**src/rtl/ddr_refsched_pkg.sv**
```systemverilog
package ddr_refsched_pkg;

    // Index of each recovery window in the hold-timer array
    typedef enum int unsigned {
        HOLD_RFC  = 0,
        HOLD_XSNR = 1,
        HOLD_XSRD = 2
    } hold_idx_e;

    localparam int unsigned NUM_HOLD = 3;

    // Smallest cycle count that covers a time (recovery windows)
    function automatic int unsigned cyc_ceil(input int unsigned t_ps, input int unsigned clk_ps);
        return (t_ps + clk_ps - 1) / clk_ps;
    endfunction

    // Largest cycle count that does not exceed a time (average interval)
    function automatic int unsigned cyc_floor(input int unsigned t_ps, input int unsigned clk_ps);
        return t_ps / clk_ps;
    endfunction

endpackage

```
**src/rtl/refsched_interval_timer.sv**
```systemverilog
module refsched_interval_timer #(
    parameter int unsigned PERIOD_CYC = 3120
) (
    input  logic clk_i,
    input  logic rst_i,
    output logic tick_o
);
    localparam int unsigned W = $clog2(PERIOD_CYC + 1);
    localparam logic [W-1:0] RELOAD = W'(PERIOD_CYC - 1);

    typedef struct packed {
        logic [W-1:0] cnt;
    } tmr_t;

    tmr_t st_d, st_q;

    always_comb begin
        st_d = st_q;
        if (st_q.cnt == '0) begin
            st_d.cnt = RELOAD;
        end else begin
            st_d.cnt = st_q.cnt - 1'b1;
        end
    end

    always_ff @(posedge clk_i) begin
        if (rst_i) begin
            st_q.cnt <= RELOAD;
        end else begin
            st_q <= st_d;
        end
    end

    assign tick_o = (st_q.cnt == '0);

endmodule

```
**src/rtl/refsched_owed_counter.sv**
```systemverilog
module refsched_owed_counter #(
    parameter int unsigned MAX_OWED = 8
) (
    input  logic clk_i,
    input  logic rst_i,
    input  logic inc_i,
    input  logic dec_i,
    output logic nonzero_o,
    output logic full_o
);
    localparam int unsigned W = $clog2(MAX_OWED + 1);
    localparam logic [W-1:0] CEIL = W'(MAX_OWED);

    typedef struct packed {
        logic [W-1:0] owed;
    } cnt_t;

    cnt_t st_d, st_q;
    logic dec_ok;
    logic at_ceil;

    assign at_ceil = (st_q.owed == CEIL);
    assign dec_ok  = dec_i && (st_q.owed != '0);

    always_comb begin
        st_d = st_q;
        unique case ({inc_i, dec_ok})
            2'b10: if (!at_ceil) st_d.owed = st_q.owed + 1'b1;
            2'b01: st_d.owed = st_q.owed - 1'b1;
            default: st_d.owed = st_q.owed;
        endcase
    end

    always_ff @(posedge clk_i) begin
        if (rst_i) begin
            st_q.owed <= '0;
        end else begin
            st_q <= st_d;
        end
    end

    assign nonzero_o = (st_q.owed != '0);
    assign full_o    = at_ceil;

endmodule

```
**src/rtl/refsched_hold_timer.sv**
```systemverilog
module refsched_hold_timer #(
    parameter int unsigned HOLD_CYC = 4
) (
    input  logic clk_i,
    input  logic rst_i,
    input  logic start_i,
    output logic busy_o
);
    localparam int unsigned W = $clog2(HOLD_CYC + 2);
    localparam logic [W-1:0] LOAD = W'(HOLD_CYC);

    typedef struct packed {
        logic [W-1:0] left;
    } hold_t;

    hold_t st_d, st_q;

    always_comb begin
        st_d = st_q;
        if (start_i) begin
            st_d.left = LOAD;
        end else if (st_q.left != '0) begin
            st_d.left = st_q.left - 1'b1;
        end
    end

    always_ff @(posedge clk_i) begin
        if (rst_i) begin
            st_q.left <= '0;
        end else begin
            st_q <= st_d;
        end
    end

    assign busy_o = (st_q.left != '0);

endmodule

```
**src/rtl/ddr_refresh_sched.sv**
```systemverilog
module ddr_refresh_sched
    import ddr_refsched_pkg::*;
#(
    parameter int unsigned CLK_PERIOD_PS = 2500,
    parameter int unsigned REFI_PS       = 7800000,
    parameter int unsigned RFC_PS        = 70000,
    parameter int unsigned XSNR_PS       = 75000,
    parameter int unsigned XSRD_CYC      = 200,
    parameter int unsigned MAX_OWED      = 8
) (
    input  logic clk_i,
    input  logic rst_i,
    input  logic ref_grant_i,
    input  logic sr_exit_i,
    output logic ref_req_o,
    output logic ref_urgent_o,
    output logic rd_block_o,
    output logic cmd_block_o
);
    localparam int unsigned REFI_CYC = cyc_floor(REFI_PS, CLK_PERIOD_PS);
    localparam int unsigned RFC_CYC  = cyc_ceil(RFC_PS, CLK_PERIOD_PS);
    localparam int unsigned XSNR_CYC = cyc_ceil(XSNR_PS, CLK_PERIOD_PS);

    function automatic int unsigned hold_len(input int unsigned idx);
        case (idx)
            HOLD_RFC:  return RFC_CYC;
            HOLD_XSNR: return XSNR_CYC;
            default:   return XSRD_CYC;
        endcase
    endfunction

    logic                tick;
    logic                owed_nz;
    logic                owed_full;
    logic                grant_acc;
    logic [NUM_HOLD-1:0] start_vec;
    logic [NUM_HOLD-1:0] busy_vec;
    logic                nonrd_busy;

    refsched_interval_timer #(
        .PERIOD_CYC(REFI_CYC)
    ) u_interval (
        .clk_i (clk_i),
        .rst_i (rst_i),
        .tick_o(tick)
    );

    refsched_owed_counter #(
        .MAX_OWED(MAX_OWED)
    ) u_owed (
        .clk_i    (clk_i),
        .rst_i    (rst_i),
        .inc_i    (tick),
        .dec_i    (grant_acc),
        .nonzero_o(owed_nz),
        .full_o   (owed_full)
    );

    // A grant counts only with something owed and no window open
    assign nonrd_busy = busy_vec[HOLD_RFC] | busy_vec[HOLD_XSNR];
    assign grant_acc  = ref_grant_i & owed_nz & ~nonrd_busy;

    always_comb begin
        start_vec            = '0;
        start_vec[HOLD_RFC]  = grant_acc;
        start_vec[HOLD_XSNR] = sr_exit_i;
        start_vec[HOLD_XSRD] = sr_exit_i;
    end

    for (genvar g = 0; g < NUM_HOLD; g++) begin : g_hold
        refsched_hold_timer #(
            .HOLD_CYC(hold_len(g))
        ) u_hold (
            .clk_i  (clk_i),
            .rst_i  (rst_i),
            .start_i(start_vec[g]),
            .busy_o (busy_vec[g])
        );
    end

    assign ref_req_o    = owed_nz;
    assign ref_urgent_o = owed_full;
    assign cmd_block_o  = nonrd_busy;
    assign rd_block_o   = |busy_vec;

endmodule

```
**config.mk**
```make
export PLATFORM = sky130hd
export DESIGN_NAME = ddr_refresh_sched
export DESIGN_NICKNAME = d
export VERILOG_FILES = /design/src/rtl/ddr_refsched_pkg.sv /design/src/rtl/refsched_interval_timer.sv /design/src/rtl/refsched_owed_counter.sv /design/src/rtl/refsched_hold_timer.sv /design/src/rtl/ddr_refresh_sched.sv
export SDC_FILE = /design/constraint.sdc
export NUM_CORES = 1
export LEC_CHECK = 0
export CORE_ASPECT_RATIO = 1.5
export CORE_MARGIN = 2
export CORE_UTILIZATION = 59
export DETAILED_ROUTE_END_ITERATION = 7
export HOLD_SLACK_MARGIN = 0.15
export PLACE_DENSITY = 0.79
export SLEW_MARGIN = 20
export SYNTH_ARGS = -nofsm -noshare
export SYNTH_HDL_FRONTEND = slang
export SYNTH_HIERARCHICAL = 1
export SYNTH_SLANG_ARGS = --single-unit
```
**constraint.sdc**
```tcl
create_clock -name clk_i -period 3.75 [get_ports clk_i]
set_clock_uncertainty 0.1 [all_clocks]
set_input_delay 1.125 -clock clk_i [delete_from_list [all_inputs] [get_ports clk_i]]
set_output_delay 1.125 -clock clk_i [all_outputs]
set_load 0.05 [all_outputs]
```
After elaboration in Yosys (flattened, before gate mapping)
Cells that the tools add are included. Widths: inputs -> output; s select.

Bits of input ports: 4. Word-level logic and storage cells: 45. Output and inout bits: 4. Register bits after elaboration: 34.

Equality and inequality tests: 4. Muxes and demuxes: 8. Add/sub/neg operators: 6. Bitwise logic cells: 4. Reductions and logical operators: 15.

Operator list (number): $mux 5 (4); $mux 8 (2); $logic_not 12->1 (1); $sub 12x1->12 const B (1); $reduce_bool 5->1 (2); $sub 5x1->5 const B (2); $pmux 4 s2 (1); $reduce_bool 2->1 (4); $reduce_bool 8->1 (1); $sub 8x1->8 const B (1); $reduce_or 2->1 (3); $add 4x1->4 const B (1); $eq 4x4->1 const B (1); $mux 4 (1); $reduce_bool 4->1 (1); $sub 4x1->4 const B (1); $reduce_or 3->1 (1); $and 1x1->1 (2); $eq 2x1->1 const B (1); $eq 2x2->1 const B (1); $ne 2x2->1 const B (1); $reduce_and 2->1 (1); $logic_and 1x1->1 (1); $not 1->1 (1); $or 1x1->1 (1).

Depth between registers and ports, before layout
Depth in word-level cells: 8. Gate-level depth with buffers: 13. Depth with buffers taken out: 13.

Modules after synthesis
The synthesis kept the hierarchy.

By module, submodules not included: refsched_interval_timer (instances 1, area each 584.3 um^2, cells each 64, sequential area each 240.2 um^2); refsched_hold_timer (g_hold[2].u_hold) (instances 1, area each 449.2 um^2, cells each 46, sequential area each 160.2 um^2); refsched_owed_counter (instances 1, area each 322.8 um^2, cells each 37, sequential area each 80.1 um^2); refsched_hold_timer (g_hold[1].u_hold) (instances 1, area each 254.0 um^2, cells each 28, sequential area each 100.1 um^2); refsched_hold_timer (g_hold[0].u_hold) (instances 1, area each 239.0 um^2, cells each 27, sequential area each 100.1 um^2); ddr_refresh_sched (instances 1, area each 25.0 um^2, cells each 3, sequential area each 0.0 um^2).

Worst setup path after synthesis
OpenSTA, ideal clock, no wires.

Path type: register to register. Start point: register u_owed/st_q[1] (netlist bit). End point: register u_owed/st_q[3] (netlist bit). Path buffers: 0. Arrival time: 2863 ps. Slack: 660 ps. Library setup time: 128 ps. Stages on the path, launching flop included: 12. Required time: 3522 ps. Path through: dfxtp_1 > nor3_1 > nand2_1 > and4bb_2 > nand2b_1 > nand2b_1 > inv_1 > ha_1 > nand3_1 > a21bo_2 > o221ai_1 > a31oi_1.

Word-level cells in the longest chain between the ends: 7. Elaborated cells on any way between the ends: 14. Classes of those cells: 2 x add/sub; 4 x eq/ne; 2 x mux; 2 x bitwise; 4 x reduce/logical.

Ends and longest elaborated chain: from (decl) (line refsched_owed_counter.sv:18) `cnt_t st_d, st_q;`; from (signal assigned) (line refsched_owed_counter.sv:38) `st_q <= st_d;`; $reduce_bool 4->1 * (line refsched_owed_counter.sv:42) `assign nonzero_o = (st_q.owed != '0);`; net ref_req_o (line ddr_refresh_sched.sv:15) `output logic ref_req_o,`; $and 1x1->1 * (2 in series) (line ddr_refresh_sched.sv:61) `assign grant_acc = ref_grant_i & owed_nz & ~nonrd_busy;`; net grant_acc (line ddr_refresh_sched.sv:35) `logic grant_acc;`; $logic_and 1x1->1 * (line refsched_owed_counter.sv:23) `assign dec_ok = dec_i && (st_q.owed != '0);`; $eq 2x2->1 or $eq 2x1->1 (tied branches) (line refsched_owed_counter.sv:27) `unique case ({inc_i, dec_ok})`; $ne 2x2->1 (no line) or $reduce_bool 2->1 (tied branches); $reduce_and 2->1 (no line).

The timed path passes the listed nets; every way through them passes the cells marked *. The select of a mux whose other input is x is not followed. A chain may end at the register's enable or synchronous reset.

Worst setup path after layout
Start point: register g_hold[0].u_hold/st_q[0] (netlist bit). End point: output port cmd_block_o.

Word-level cells in the longest chain between the ends: 2.

Ends and longest elaborated chain: from (decl) (line refsched_hold_timer.sv:16) `hold_t st_d, st_q;`; from (signal assigned) (line refsched_hold_timer.sv:31) `st_q <= st_d;`; $reduce_bool 5->1 (line refsched_hold_timer.sv:35) `assign busy_o = (st_q.left != '0);`; net busy_vec[0] (line ddr_refresh_sched.sv:37) `logic [NUM_HOLD-1:0] busy_vec;`; $or 1x1->1 (line ddr_refresh_sched.sv:60) `assign nonrd_busy = busy_vec[HOLD_RFC] | busy_vec[HOLD_XSNR];`; to (decl) (line ddr_refresh_sched.sv:18) `output logic cmd_block_o`.

The timed path passes the listed nets, and every way through them passes these cells.

==> metrics.md <==
| Metric | Value |
|---|---|
| Minimum clock period | 3.46 ns |
| Syn Nets | 218 |
| Kind of critical path | reg -> out |
| IO buf count | 7 |
| Vias in the first global route | 1541 |
| Slew Limit Headroom | 63.2% |
| Yosys warnings | 6 |
| CTS Hold Bufs | 0 |
| R2R setup slack | 0.47 ns |
| Nets | 233 |
| Total setup buffers inserted after CTS | 0 |
| H-tree depth | 2 |
| I/O Pins | 8 |
| Clk buf depth | 2 |
| CTS tree | built |
| FILL cells | 259 |
| Core ar. | 3100 um2 |
| Routed vias/inst | 5.92 |
| TNS Setup | 0 ns |
| Initial Util | 60.5% |
| Diodes inserted | 0 |
| Clock root buffer | clkbuf_8 |
| Reg-to-reg critical path endpoint | u_owed/st_q[3] |
| Layout cells sized above 1 | 14.9% |
| First-pass GRT wire length | 6.60 mm |
| RR Startpoint | g_hold[0].u_hold/st_q[0] |
| Post-CTS sizing | 2 |
| Slowest CP cell | or4b_1 |
| Worst Setup SP | g_hold[0].u_hold/st_q[0] |
| Crit path required time | 2.52 ns |
| Die width | 50.0 um |
| Area Growth Syn to Fin | 12.5% |
| Congestion Overflow GR | 0 |
| Drt wl/cell | 14.8 um |
| Worst path max stage delay | 0.60 ns |
| Crit path cell chain | inv_1 -> ha_1 -> or4b_1 -> or2_2 -> dlygate4sd2_1 |
| Crit. End Element | output pin |
| Post-synth ARST share | 0% |
| Status | finished, final reports clean |
| RePlAce Congestion | 0.929 |
| DP Area | 2000 um2 |
| Max Cap Viol | 0 |
| Leakage | 0.786 nW |
| Synth area leaders | dfxtp_1 (36%), ha_1 (5.3%), inv_1 (4.4%) |
| Final setup fails | 0 |
| Hold WC Path Type | reg -> reg |
| VDD IR max | 0.000269 V |
| Final HPWL from detailed placement | 2.91 mm |
| Syn_area_per_cell | 9.14 um2 |
| Post-synth top area cell | dfxtp_1 |
| Worst-skew pair later-pin latency | 0.29 ns |
| Post-synthesis sequential area ratio | 36.3% |
| DR iter-0 viols | 39 |
| Synth Instances | 205 |
| Slew @ Worst Pin | 0.551 ns |
| Yosys cell types | 50 |
| Die ar. | 3650 um2 |
| Initial antenna violation count | 0 |
| Finished Cell Area | 2110 um2 |
| R2r worst-path depth | 12 |
| Worst hold stages | 1 |
| Site Rows | 25 |
| Crit path to | cmd_block_o |
| Chip Height | 73.0 um |
| RSZ-0062 raised after global routing | no |
| CTS buffer count | 5 |
| Final hold violations | 0 |
| Routed wire length | 3.87 mm |
| HP Start | u_interval/st_q[0] |
| Pins Over Slew Limit | 0 |
| Flop and latch count out of synthesis | 34 |
| Worst Path Arrival | 2.24 ns |
| Pwr per Cell Area | 471 nW/um2 |
| Routed Antenna Nets | 0 |
| Maximum number of pins on one net before global-route repair | 17 |
| Post-synth top area share | 36.3% |
| Clock slew at the register clock pins of the worst setup and hold paths | 0.07 ns |
| Worst setup SP type | flop |
| DRC Markers | 0 |
| Sink Count | 34 |
| Post-route clock period utilization | 92.3% |
| Top_reg_cell synth | dfxtp_1 |
| Post-synth EDFFs | 0 |
| Post-Syn Area | 1870 um2 |
| Peak Freq | 289 MHz |
| CP max FO | 7 |
| Routed via count | 1545 |
| GRT Total Usage | 23.9% |
| DR pass1 iterations | 4 |
## how the worst min path moves through the flow
stage	to	slack (ns)
global route	u_interval/st_q[0]	0.38
floorplan	u_interval/st_q[0]	0.30
finish	u_interval/st_q[0]	0.35
detailed placement	u_interval/st_q[0]	0.35
CTS	u_interval/st_q[0]	0.36
global placement	u_interval/st_q[0]	0.33
## cells in the final DEF, fill, tap and decap left out, types with 2 or more instances in the layout
cell,instances
dfxtp_1,34
o31a_1,2
inv_1,22
o21ai_0,6
buf_4,2
clkdlybuf4s50_1,5
nor3_1,9
or3_1,11
or3b_2,2
nor2_1,12
a21oi_1,16
or4_1,4
xnor2_1,7
or4_4,2
nor3b_1,5
xor2_1,2
a2111oi_2,3
o31ai_1,3
and3_1,4
a31oi_1,3
a211oi_1,4
clkbuf_8,8
ha_1,8
mux2i_1,2
a221o_1,2
nand2b_1,4
nor4_2,2
nand3_1,5
nand2_1,6
or2_2,2
## power breakdown
group	internal, W	total [W]	switching [W]
logic	0.000116	0.000241	0.000125
registers	0.000397	0.000434	0.0000371
clock network	0.000185	0.000317	0.000131
## synth_stat cells, drive strengths merged (2+ instances only)
master and instances:
xor2 2, or3 13, or3b 2, nor2 13
a221o 2, a21oi 16, a211oi 5, o31a 2
and3 4, xnor2 7, nor3 10, nor3b 5
nand2b 4, o21ai 6, nor4 3, ha 8
or4b 2, nand2 6, nand3 5, o31ai 3
dfxtp 34, mux2i 2, a2111oi 3, a31oi 3
or2 2, inv 22, or4 6
## worst max-delay path, delay by kind of cell, from the launching register on
family,cells,cell delay [ns]
adder cells (fa/ha/maj),1,0.21
buffers and inverters,2,0.48
AND/OR/NAND/NOR,2,0.92
flip-flops,1,0.33
## area by class of cell
type | instances | area, um2 | share of cell area (%)
Multi-Input combinational cell | 148 | 1110 | 52.5
Sequential cell | 34 | 681 | 32.3
Clock buffer | 8 | 110 | 5.22
Inverter | 22 | 82.6 | 3.92
Timing Repair Buffer | 9 | 78.8 | 3.74
Tap cell | 40 | 50.0 | 2.37
## registers in the layout, summed over array words and instances (netlist names)
signal	count
g_hold.u_hold/st_q	18
u_owed/st_q	4
u_interval/st_q	12
## per-stage QoR
stage	total power (W)	hold WS, ns	instances	setup WS, ns	utilization (%)
6_report	0.000992	0.354	261	0.288	68.1
5_1_grt	0.00105	0.378	261	0.179	68.1
4_1_cts	0.00100	0.357	261	0.114	68.2
3_5_place_dp	0.000682	0.349	253	0.178	64.7
3_3_place_gp	0.000664	0.333	253	0.224	64.7
2_1_floorplan	0.000629	0.297	205	0.660	-
## metal layers
metal  up-vias  global-route usage, %  share of wire [%]
met1       728                   23.3                 39
met2        27                   43.6                 54
met3        13                   6.56                3.3
met5         -                      0                  0
li1        777                      -                  -
met4         0                   14.8                3.2
## cell families after synthesis
group	Yosys count	synth area share (%)
AO/OA/AOI/OAI	47	18.6
XOR/XNOR	9	4.21
AND/OR/NAND/NOR	80	28.2
multiplexers	3	1.67
flip-flops	34	36.3
buffers and inverters	23	4.67
adder cells (fa/ha/maj)	9	6.41
Note: power is estimated with default switching activity, not from simulation.
